File: config.mk
export PLATFORM = sky130hd
export DESIGN_NAME = crc16_frame_engine
export DESIGN_NICKNAME = d
export VERILOG_FILES = /design/src/rtl/crc16_frame_pkg.sv /design/src/rtl/crc16_byte_step.sv /design/src/rtl/crc16_state_reg.sv /design/src/rtl/crc16_result_reg.sv /design/src/rtl/crc16_frame_engine.sv
export SDC_FILE = /design/constraint.sdc
export NUM_CORES = 1
export LEC_CHECK = 0
export BUFFER_PORTS_ARGS = -buffer_cell sky130_fd_sc_hd__buf_4
export CORE_UTILIZATION = 44
export DETAILED_ROUTE_END_ITERATION = 8
export HOLD_SLACK_MARGIN = 0.05
export PLACE_DENSITY = 0.7
export REMOVE_ABC_BUFFERS = 1
export SYNTH_ARGS = -nofsm -noshare
export SYNTH_HDL_FRONTEND = slang
export SYNTH_SLANG_ARGS = --single-unit
File: constraint.sdc
create_clock -name clk -period 1.6 [get_ports clk]
set_input_delay 0.16 -clock clk [delete_from_list [all_inputs] [get_ports clk]]
set_output_delay 0.16 -clock clk [all_outputs]
set_load 0.02 [all_outputs]
File: src/rtl/crc16_frame_pkg.sv
package crc16_frame_pkg;

  localparam int CRC_W = 16;
  typedef logic [CRC_W-1:0] crc_t;

  // One step of the reflected register: the incoming bit meets bit 0.
  function automatic crc_t crc_bit_step(input crc_t cur, input logic din, input crc_t poly);
    crc_t shifted;
    shifted = cur >> 1;
    crc_bit_step = (cur[0] ^ din) ? (shifted ^ poly) : shifted;
  endfunction

  // The reflected register keeps the first remainder byte in its low half.
  // Normal order puts that byte on top.
  function automatic crc_t to_normal_order(input crc_t reg_val);
    to_normal_order = {reg_val[7:0], reg_val[15:8]};
  endfunction

endpackage

File: src/rtl/crc16_byte_step.sv
module crc16_byte_step
  import crc16_frame_pkg::*;
#(
  parameter int   DATA_W = 8,
  parameter crc_t POLY   = 16'hA001
) (
  input  crc_t              crc_in,
  input  logic [DATA_W-1:0] data_in,
  output crc_t              crc_out
);

  crc_t stage [DATA_W+1];

  assign stage[0] = crc_in;

  for (genvar i = 0; i < DATA_W; i++) begin : g_bit
    assign stage[i+1] = crc_bit_step(stage[i], data_in[i], POLY);
  end

  assign crc_out = stage[DATA_W];

endmodule

File: src/rtl/crc16_state_reg.sv
module crc16_state_reg
  import crc16_frame_pkg::*;
#(
  parameter crc_t INIT = 16'hFFFF
) (
  input  logic clk,
  input  logic rst_n,
  input  logic take,
  input  crc_t next_val,
  output crc_t cur_val
);

  always_ff @(posedge clk) begin
    if (!rst_n) begin
      cur_val <= INIT;
    end else if (take) begin
      cur_val <= next_val;
    end
  end

endmodule

File: src/rtl/crc16_result_reg.sv
module crc16_result_reg
  import crc16_frame_pkg::*;
(
  input  logic clk,
  input  logic rst_n,
  input  logic frame_end,
  input  logic check_mode,
  input  logic residue_zero,
  input  crc_t final_val,
  output crc_t crc_o,
  output logic done_o,
  output logic pass_o,
  output logic fail_o
);

  always_ff @(posedge clk) begin
    if (!rst_n) begin
      crc_o  <= '0;
      done_o <= 1'b0;
      pass_o <= 1'b0;
      fail_o <= 1'b0;
    end else begin
      done_o <= frame_end;
      pass_o <= frame_end && check_mode && residue_zero;
      fail_o <= frame_end && check_mode && !residue_zero;
      if (frame_end) begin
        crc_o <= to_normal_order(final_val);
      end
    end
  end

endmodule

File: src/rtl/crc16_frame_engine.sv
module crc16_frame_engine
  import crc16_frame_pkg::*;
#(
  parameter int   DATA_W = 8,
  parameter crc_t POLY   = 16'hA001,
  parameter crc_t INIT   = 16'hFFFF
) (
  input  logic              clk,
  input  logic              rst_n,
  input  logic              check_mode_i,
  input  logic              in_valid_i,
  input  logic              in_sof_i,
  input  logic              in_eof_i,
  input  logic [DATA_W-1:0] in_data_i,
  output logic [CRC_W-1:0]  crc_o,
  output logic              done_o,
  output logic              pass_o,
  output logic              fail_o
);

  // Named events, also observed by the checker.
  logic byte_take_w;
  logic frame_start_w;
  logic frame_end_w;
  logic residue_zero_w;

  crc_t cur_crc_w;
  crc_t base_crc_w;
  crc_t next_crc_w;

  assign byte_take_w    = in_valid_i;
  assign frame_start_w  = in_valid_i && in_sof_i;
  assign frame_end_w    = in_valid_i && in_eof_i;
  assign base_crc_w     = frame_start_w ? INIT : cur_crc_w;
  assign residue_zero_w = (next_crc_w == '0);

  crc16_byte_step #(
    .DATA_W (DATA_W),
    .POLY   (POLY)
  ) u_step (
    .crc_in  (base_crc_w),
    .data_in (in_data_i),
    .crc_out (next_crc_w)
  );

  crc16_state_reg #(
    .INIT (INIT)
  ) u_state (
    .clk      (clk),
    .rst_n    (rst_n),
    .take     (byte_take_w),
    .next_val (next_crc_w),
    .cur_val  (cur_crc_w)
  );

  crc16_result_reg u_result (
    .clk          (clk),
    .rst_n        (rst_n),
    .frame_end    (frame_end_w),
    .check_mode   (check_mode_i),
    .residue_zero (residue_zero_w),
    .final_val    (next_crc_w),
    .crc_o        (crc_o),
    .done_o       (done_o),
    .pass_o       (pass_o),
    .fail_o       (fail_o)
  );

endmodule

==> impl_results.md <==
- Status: finished with violations
- Failing checks: setup timing
- Crit-path max FO: 5
- Die height: 65.2 µm
- Initial DRC Count: 117
- Die area: 4250 µm²
- Post-synthesis sequential area ratio: 0.399
- Vias/cell: 5.07
- CTS clk-pin slew, worst paths: 70 ps
- Global-route wire length before repair: 6.98 mm
- Fin crit share: 1.13
- Max Cap Viol: 0
- CTS H-tree lvls: 2
- R2R setup slack: -210 ps
- Width of the die: 65.2 µm
- Synthesized instance count: 200
- RR Endpoint: u_state.cur_val[15]$_SDFFE_PN1P_
- Sequential share of power: 0.330
- GRT Total Usage: 0.226
- Final Setup Violations: 10
- Largest net degree at the start of global routing: 36
- DRC violations left: 0
- Hold Crit Start: check_mode_i
- Clock power frac: 0.222
- Clock sink total: 35
- DR WL/cell: 14.0 µm
- F_max: 554 MHz
- Vias in the first global route: 1508
- FFs w/ async S/R, synth: 0
- Synth area leaders: dfxtp_1 (40%), xnor2_1 (9.0%), nand2_1 (7.3%)
- Dominant synthesized flop cell: dfxtp_1
- Synth cell count leaders: dfxtp_1 (35), nand2_1 (34), o21ai_0 (19), xnor2_1 (18), nor2_1 (15)
- Setup Crit Path Kind: register to register
- IR drop worst, VDD: 866 µV
- Yosys cell types: 37
- Syn_area_per_cell: 8.78 µm²
- Final WL: 4.36 mm
- Final nets: 277
- Combinational Power Share: 0.449
- # IOs: 33
- CTS Hold Bufs: 0
- Port Buffers: 32
- Worst-margin pin slew: 397 ps
- CTS tree: done
- Cell area after synthesis: 1760 µm²
- RSZ-0062 raised after global routing: yes
- Slew margin rel.: 0.734
- Core area: 3740 µm²
- Net Sw Frac: 0.333
- Reg2reg path depth: 6
- Placement Cell Area: 2250 µm²
- Fin. max-slew vios: 0
- Internal Power: 2.13 mW
- Tmin final: 1810 ps
- Ant diodes: 0
- Hold Path Sink: u_result.fail_o$_SDFF_PN0_
- Leakage: 1.15 nW
- Clock Skews: 6.12 ps
- Syn. warnings: 0
- Root Driver: clkbuf_8
- CP startpoint kind: register
- Synth top area share: 0.399
- RD Place Congestion: 0.848
- Critical path arrival: 1990 ps
- Final TNS setup: -1280 ps
- Final core occ: 0.664
- Area Overhead vs Synth: 41.6%
- Worst-Skew Late Latency: 300 ps
- Critical Path Sink Type: register
- CTS Buffer Depth: 2
- Hold Crit Class: input port to register
- Worst r2r src: u_state.cur_val[6]$_SDFFE_PN1P_
- EDFF count, synth: 0
- Final Cell Area: 2490 µm²
- Initial antenna violation count: 0
- CTS Buf Count: 5
- Via count: 1582
- Row count: 22
- Initial core utilization: 0.469
- DP Wirelength: 3.06 mm
- #FFs+latches synth: 35
- Req. time, crit path: 1780 ps
- PwrDens: 1290 nW/µm²
- Psw: 1.07 mW
- Worst hold path cell count: 3
- DRT Pass-1 Iters: 4
- Detail Route Antenna Nets: 0
- Most frequent cell after synthesis: dfxtp_1
- Largest area contributor in the netlist: dfxtp_1
- Fin. Hold Viols: 0
- Share of cells above drive strength 1: 0.405
- Worst setup margin: -206 ps
- GRT Residual Overflow: 0
registers in the layout, indices dropped and copies added, names as in the netlist:
signal	flops
u_state.cur_val	16
u_result.done_o	1
u_result.crc_o	16
u_result.pass_o	1
u_result.fail_o	1
stage by stage:
stage | total power, mW | hold WS [ps] | std cells | setup WS (ps)
after floorplan | 1.78 | 222 | 186 | -148
after global placement | 2.22 | 435 | 299 | -160
after detailed placement | 2.24 | 434 | 299 | -218
after CTS | 3.10 | 121 | 311 | -142
after global routing | 3.38 | 131 | 312 | -300
final | 3.20 | 127 | 312 | -206
what timing repair did:
action	CTS	global route
pin swaps	3	9
cloned	1	0
setup buffers	3	1
setup endpoints to repair	9	13
gates resized for setup	12	11
critical path, cell delays in order (launching register included):
cell and delay [ps]:
dfxtp_2 330, a21oi_2 120, xor2_1 200, xnor3_2 390
xnor3_2 360, xor2_1 200, o21ai_1 90
worst max path at each step:
stage / start / to / slack [ps]
floorplan: u_state.cur_val[1]$_SDFFE_PN1P_ / u_state.cur_val[0]$_SDFFE_PN1P_ / -150
global route: u_state.cur_val[6]$_SDFFE_PN1P_ / u_state.cur_val[15]$_SDFFE_PN1P_ / -300
detailed placement: u_state.cur_val[1]$_SDFFE_PN1P_ / u_state.cur_val[15]$_SDFFE_PN1P_ / -220
CTS: u_state.cur_val[4]$_SDFFE_PN1P_ / u_result.crc_o[8]$_SDFFE_PN0P_ / -140
global placement: u_state.cur_val[1]$_SDFFE_PN1P_ / u_state.cur_val[0]$_SDFFE_PN1P_ / -160
finish: u_state.cur_val[6]$_SDFFE_PN1P_ / u_state.cur_val[15]$_SDFFE_PN1P_ / -210
cells in the final DEF, fill, tap and decap left out, types with 3 or more instances in the layout:
| cell | instances |
|---|---|
| and2_1 | 6 |
| buf_4 | 69 |
| clkbuf_8 | 7 |
| dfxtp_1 | 30 |
| dfxtp_2 | 5 |
| inv_1 | 3 |
| nand2_1 | 32 |
| nor2_1 | 14 |
| nor3_1 | 3 |
| nor3b_1 | 4 |
| o211a_1 | 3 |
| o21ai_0 | 19 |
| o221a_2 | 4 |
| xnor2_1 | 14 |
| xnor2_2 | 5 |
| xnor3_2 | 3 |
| xor2_1 | 9 |
cell families after synthesis:
family                 Yosys count  synth area share
flip-flops                      35             0.399
buffers and inverters           17            0.0392
XOR/XNOR                        33             0.205
AND/OR/NAND/NOR                 77             0.212
multiplexers                     1           0.00570
AO/OA/AOI/OAI                   37             0.139
power by group through the flow:
| stage | registers [mW] | logic, mW | clock network [mW] |
|---|---|---|---|
| 2_1_floorplan | 1.13 | 0.644 | 0 |
| 3_3_place_gp | 1.06 | 1.15 | 0 |
| 3_5_place_dp | 1.07 | 1.17 | 0 |
| 4_1_cts | 1.05 | 1.32 | 0.724 |
| 5_1_grt | 1.07 | 1.55 | 0.765 |
| 6_report | 1.05 | 1.44 | 0.709 |
area by class of cell:
class	count	area, µm²
multi-input cells	149	1090
repair buffers	69	518
well taps	48	60.1
clock buffers	8	100
flip-flops and latches	35	707
fillers	332	1260
inverters	3	11.3
layer usage:
layer	routed length (µm)	track usage	vias to the layer above
li1	-	-	795
met1	1980	0.276	740
met2	2100	0.361	34
met3	163	0.0694	13
met4	115	0.106	0
met5	0	0	-
(Power assumes the default switching activity.)
